[src/rtl/deser_pkg.sv]
package deser_pkg;
   parameter int unsigned DFLT_LANES  = 3;
   parameter int unsigned DFLT_CHAR_W = 10;
   parameter int unsigned DFLT_DEPTH  = 4;
   parameter logic [9:0]  DFLT_SYNC   = 10'b1101010100;

   typedef enum logic {
      ST_HUNT  = 1'b0,
      ST_TRACK = 1'b1
   } align_st_e;
endpackage

[src/rtl/char_framer.sv]
module char_framer #(
   parameter int unsigned CW = 10
) (
   input  logic          clk,
   input  logic          rst,
   input  logic          ser_bit,
   input  logic          cclk_lvl,
   output logic          word_vld,
   output logic [CW-1:0] word
);
   localparam int unsigned CNT_W = $clog2(CW);
   localparam logic [CNT_W-1:0] LAST = CNT_W'(CW - 1);

   logic [CW-1:0]    shreg;
   logic [CNT_W-1:0] bit_cnt;
   logic             cclk_q;
   logic             fall;

   assign fall = cclk_q & ~cclk_lvl;

   always_ff @(posedge clk) begin
      if (rst) begin
         shreg    <= '0;
         bit_cnt  <= '0;
         cclk_q   <= 1'b0;
         word_vld <= 1'b0;
         word     <= '0;
      end else begin
         cclk_q   <= cclk_lvl;
         shreg    <= {ser_bit, shreg[CW-1:1]};
         word_vld <= 1'b0;
         if (fall) begin
            bit_cnt <= CNT_W'(1);
         end else if (bit_cnt == LAST) begin
            bit_cnt  <= '0;
            word_vld <= 1'b1;
            word     <= {ser_bit, shreg[CW-1:1]};
         end else begin
            bit_cnt <= bit_cnt + CNT_W'(1);
         end
      end
   end
endmodule

[src/rtl/char_fifo.sv]
module char_fifo #(
   parameter int unsigned W     = 10,
   parameter int unsigned DEPTH = 4
) (
   input  logic         clk,
   input  logic         rst,
   input  logic         flush,
   input  logic         push,
   input  logic         pop,
   input  logic [W-1:0] wdata,
   output logic [W-1:0] rdata,
   output logic         empty,
   output logic         full
);
   localparam int unsigned PW   = (DEPTH > 1) ? $clog2(DEPTH) : 1;
   localparam int unsigned CNTW = $clog2(DEPTH + 1);

   logic [W-1:0]    mem [DEPTH];
   logic [PW-1:0]   wp, rp;
   logic [CNTW-1:0] cnt;

   function automatic logic [PW-1:0] nxt(input logic [PW-1:0] p);
      return (p == PW'(DEPTH - 1)) ? '0 : p + PW'(1);
   endfunction

   always_ff @(posedge clk) begin
      if (rst || flush) begin
         wp  <= '0;
         rp  <= '0;
         cnt <= '0;
      end else begin
         if (push) wp <= nxt(wp);
         if (pop)  rp <= nxt(rp);
         cnt <= cnt + CNTW'(push) - CNTW'(pop);
      end
   end

   always_ff @(posedge clk) begin
      if (push && !rst && !flush) mem[wp] <= wdata;
   end

   assign rdata = mem[rp];
   assign empty = (cnt == '0);
   assign full  = (cnt == CNTW'(DEPTH));
endmodule

[src/rtl/lane_align_ctrl.sv]
module lane_align_ctrl
   import deser_pkg::*;
#(
   parameter int unsigned LANES = 3,
   parameter int unsigned CW    = 10,
   parameter logic [CW-1:0] SYNC = DFLT_SYNC
) (
   input  logic                clk,
   input  logic                rst,
   input  logic [LANES-1:0]    in_vld,
   input  logic [LANES*CW-1:0] in_word,
   input  logic [LANES*CW-1:0] head,
   input  logic [LANES-1:0]    empty,
   input  logic [LANES-1:0]    full,
   output logic [LANES-1:0]    push,
   output logic                pop,
   output logic                flush,
   output logic [LANES*CW-1:0] out_word,
   output logic                out_vld,
   output logic                locked
);
   align_st_e        st;
   logic [LANES-1:0] want, hit;
   logic             all_ready, mismatch, overflow, take;

   always_comb begin
      for (int l = 0; l < LANES; l++) begin
         hit[l]  = (head[l*CW +: CW] == SYNC);
         want[l] = in_vld[l] &&
                   ((st == ST_TRACK) || !empty[l] || (in_word[l*CW +: CW] == SYNC));
      end
   end

   assign all_ready = ~|empty;
   assign mismatch  = all_ready && (|hit) && !(&hit);
   assign overflow  = |(want & full);
   assign flush     = overflow || mismatch;
   assign take      = all_ready && ((st == ST_TRACK) ? 1'b1 : (&hit));
   assign pop       = take && !flush;
   assign push      = flush ? '0 : want;
   assign locked    = (st == ST_TRACK);

   always_ff @(posedge clk) begin
      if (rst) begin
         st       <= ST_HUNT;
         out_vld  <= 1'b0;
         out_word <= '0;
      end else if (flush) begin
         st      <= ST_HUNT;
         out_vld <= 1'b0;
      end else if (pop) begin
         st       <= ST_TRACK;
         out_vld  <= 1'b1;
         out_word <= head;
      end else begin
         out_vld <= 1'b0;
      end
   end
endmodule

[src/rtl/tri_lane_deser.sv]
module tri_lane_deser
   import deser_pkg::*;
#(
   parameter int unsigned LANES = DFLT_LANES,
   parameter int unsigned CW    = DFLT_CHAR_W,
   parameter int unsigned DEPTH = DFLT_DEPTH,
   parameter logic [CW-1:0] SYNC = CW'(DFLT_SYNC)
) (
   input  logic                clk,
   input  logic                rst,
   input  logic [LANES-1:0]    rx_bit,
   input  logic [LANES-1:0]    rx_cclk,
   output logic [LANES*CW-1:0] char_out,
   output logic                char_valid,
   output logic                locked
);
   localparam int unsigned BUS_W = LANES * CW;

   if (CW < 2) begin : g_bad_cw
      $fatal(1, "character width must be at least 2");
   end
   if (DEPTH < 2) begin : g_bad_depth
      $fatal(1, "queue depth must be at least 2");
   end
   if (LANES < 1) begin : g_bad_lanes
      $fatal(1, "at least one lane is required");
   end

   logic [LANES-1:0] f_vld, q_push, q_empty, q_full;
   logic [BUS_W-1:0] f_word, q_head;
   logic             q_pop, q_flush;

   for (genvar l = 0; l < LANES; l++) begin : g_lane
      char_framer #(.CW(CW)) u_frm (
         .clk      (clk),
         .rst      (rst),
         .ser_bit  (rx_bit[l]),
         .cclk_lvl (rx_cclk[l]),
         .word_vld (f_vld[l]),
         .word     (f_word[l*CW +: CW])
      );
      char_fifo #(.W(CW), .DEPTH(DEPTH)) u_q (
         .clk   (clk),
         .rst   (rst),
         .flush (q_flush),
         .push  (q_push[l]),
         .pop   (q_pop),
         .wdata (f_word[l*CW +: CW]),
         .rdata (q_head[l*CW +: CW]),
         .empty (q_empty[l]),
         .full  (q_full[l])
      );
   end

   lane_align_ctrl #(.LANES(LANES), .CW(CW), .SYNC(SYNC)) u_ctl (
      .clk      (clk),
      .rst      (rst),
      .in_vld   (f_vld),
      .in_word  (f_word),
      .head     (q_head),
      .empty    (q_empty),
      .full     (q_full),
      .push     (q_push),
      .pop      (q_pop),
      .flush    (q_flush),
      .out_word (char_out),
      .out_vld  (char_valid),
      .locked   (locked)
   );
endmodule

[config.mk]
export PLATFORM = sky130hd
export DESIGN_NAME = tri_lane_deser
export DESIGN_NICKNAME = d
export VERILOG_FILES = /design/src/rtl/deser_pkg.sv /design/src/rtl/char_framer.sv /design/src/rtl/char_fifo.sv /design/src/rtl/lane_align_ctrl.sv /design/src/rtl/tri_lane_deser.sv
export SDC_FILE = /design/constraint.sdc
export NUM_CORES = 1
export LEC_CHECK = 0
export BUFFER_PORTS_ARGS = -buffer_cell sky130_fd_sc_hd__buf_4
export CORE_MARGIN = 5
export CORE_UTILIZATION = 45
export CTS_CLUSTER_DIAMETER = 200
export DETAILED_ROUTE_END_ITERATION = 10
export PLACE_DENSITY = 0.66
export SYNTH_ARGS = -nofsm -noshare
export SYNTH_HDL_FRONTEND = slang
export SYNTH_HIERARCHICAL = 1
export SYNTH_SLANG_ARGS = --single-unit
[constraint.sdc]
create_clock -name clk -period 5.16 [get_ports clk]
set_clock_uncertainty 0.2 [all_clocks]
set_input_delay 0.774 -clock clk [delete_from_list [all_inputs] [get_ports clk]]
set_output_delay 0.774 -clock clk [all_outputs]
set_load 0.02 [all_outputs]
==> metrics <==
outcome=complete, no violations; total track usage=13.77%; final slew viol count=0; worst hold path class=flip-flop to flip-flop; first-pass GRT wire length=29510 um; via count=5375; peak supply drop=0.2318 mV; number of max-cap violations=0; met3 WL=632 um; unrepaired setup endpoints after global routing=false; Net Count, Synth=737; Ant. Diodes=0; IO buf count=39; initial core utilization=45.65%; FILL cells=1868; M1 wire length=8073 um; R2R Setup Slk=0.67 ns; CP Data Required Time=5.38 ns; Syn-to-layout area delta=13.66%; initial antenna violation count=0; CTS Buffer Depth=3; DR iter-0 viols=237; ANT nets after route=0; H-tree depth=1; Clock Root Buffer=clkbuf_16; Setup WS pre-CTS=0.6916 ns; Skew-Pair Late Insertion Delay=0.52 ns; clk slew on worst S/H paths=0.06 ns; Avg Cell Area, Syn=14.74 um^2; Worst setup EP type=flip-flop; Mapped Area=10300 um^2; NumNets Final=786; site row count=55; critical path peak fanout=8; Worst Path Arrival=4.70 ns; met2 wire len=8726 um; total CTS buffers=27; final worst slack=0.6732 ns; Seq/Total Area, Yosys=61.00%; highest metal used=met4; layout cell share with drive strength beyond 1=21.33%; Worst slew margin=51.43%; clk sinks=254; Netlist cell types=54; vias per std cell=5.100; Multi-input gate area=3737 um^2; setup_tns=0 ns; CTS tree=done; Fin. Hold Viols=0; fmax=222.9 MHz; drt wl/cell=16.84 um; Slew @ Worst Pin=0.7286 ns; setup bufs post-CTS=0; fin crit period=4.487 ns; Leak=0.004401 uW; Total Power=4104 uW; synth warn=6; Congestion Overflow GR=0; Core ar.=22570 um^2; drc violations=0; Reg area=6286 um^2; flop and latch count out of synthesis=254; asr flop ratio synth=0%; Tcrit/Tclk final=86.95%; drt first pass iters=4; Chip Width=161.3 um; EDFF count, synth=120; Startpoint Class=flip-flop; Top Ports=40; Synth Flop Type=dfxtp_1; post-cts sizing count=0; Die H=161.3 um; hpwl dp=12100 um; gpl congestion=0.7316; cell count after synthesis=699; pin count of the biggest net entering global routing=72; Post-CTS Hold Buffers=0; Crit Path Category=flip-flop to flip-flop; final setup fails=0; vias in the first global route=5732; die area=26030 um^2; Post-Route WL=17750 um; hold path startpoint=g_lane[2].u_frm/shreg[1]; Power Density=350.4 nW/um^2
## cells in the final DEF (no fill, tap or decap), types with 4 or more instances in the layout
cell type,n
ha_1,27
clkbuf_1,5
mux2i_1,36
nor3_1,9
inv_1,24
buf_4,44
o21ai_0,6
a21oi_1,9
nand3b_1,4
nor2b_1,63
mux2_4,27
clkinv_2,6
and2_1,6
clkbuf_16,27
and3_1,15
mux4_2,30
nand3_1,5
or3b_1,6
edfxtp_1,120
nor2_1,24
dfxtp_1,134
bufinv_16,4
or2b_1,6
nand2b_1,67
## cells in the mapped netlist (4+ instances only)
master	instances	area, um^2
a21oi_1	9	45.04
and2_1	6	37.54
and3_1	15	93.84
buf_6	6	67.56
clkbuf_1	9	33.78
dfxtp_1	134	2683
edfxtp_1	120	3603
ha_1	27	337.8
inv_1	24	90.09
mux2_4	27	405.4
mux2i_1	36	360.4
mux4_2	30	675.7
nand2b_1	67	419.2
nand3_1	5	25.02
nand3b_1	4	30.03
nor2_1	24	90.09
nor2b_1	63	394.1
nor3_1	9	45.04
o21ai_0	6	30.03
or2b_1	6	45.04
or3b_1	6	52.55
## state kept, by name, indices dropped and copies added (netlist names), 6 cells and up, named ones only
signal and cells:
g_lane.u_frm/word 30, g_lane.u_frm/shreg 27, g_lane.u_frm/bit_cnt 12, g_lane.u_q/cnt 9, g_lane.u_q/mem 120, u_ctl/out_word 30
g_lane.u_q/wp 6, g_lane.u_q/rp 6
## worst paths after layout
path	end	depth (start not counted)
hold / removal	g_lane[2].u_frm/word[0]	2
setup / recovery	g_lane[2].u_q/cnt[1]	10
setup reg to reg	g_lane[2].u_q/cnt[1]	10
hold reg to reg	g_lane[2].u_frm/word[0]	2
## layout make-up
| cell class | instances | area share, % |
|---|---|---|
| multi-input cells | 397 | 31.91 |
| flip-flops and latches | 254 | 53.67 |
| clock inverters | 16 | 1.624 |
| clock buffers | 34 | 6.164 |
| inverters | 24 | 0.7691 |
| repair buffers | 44 | 2.820 |
| well taps | 285 | 3.045 |
## report_power, final
group / internal (uW) / switching (uW)
sequential: 2100 / 6.50
combinational: 24.7 / 30.7
clock: 1190 / 749
## cell families (layout without fill, tap and decap cells)
| group | Yosys count | in the layout | synth area share (%) |
|---|---|---|---|
| AO/OA/AOI/OAI | 26 | 26 | 1.882 |
| flip-flops | 254 | 254 | 61.00 |
| XOR/XNOR | 9 | 9 | 1.202 |
| AND/OR/NAND/NOR | 239 | 239 | 15.34 |
| adder cells (fa/ha/maj) | 30 | 30 | 3.861 |
| buffers and inverters | 48 | 118 | 2.732 |
| multiplexers | 93 | 93 | 13.99 |
## critical path, cell delays in order, from the launching register on
cell and delay [ns]:
dfxtp_1 0.62, mux4_2 0.58, nor4bb_1 0.38, nand4_1 0.30, or3_4 0.49, a2111oi_4 0.68, ha_1 0.35, inv_1 0.07
ha_1 0.15, fa_1 0.42, and2_1 0.14
## routing by layer
layer  up-vias  track usage (%)
met5         -                0
met1      2653            18.01
met4         0            3.335
met3        24            2.654
li1       2610                -
met2        88            23.79
## per-stage QoR
stage	utilization, %	cells	hold slack [ns]	instance area, um^2
2_1_floorplan	-	699	0.2351	10300
3_3_place_gp	47.85	1004	0.2461	10800
4_1_cts	51.89	1054	0.2621	11710
5_1_grt	51.89	1054	0.2783	11710
3_5_place_dp	47.85	1004	0.2581	10800
6_report	51.89	1054	0.2521	11710
Note: power is estimated with default switching activity, not from simulation.
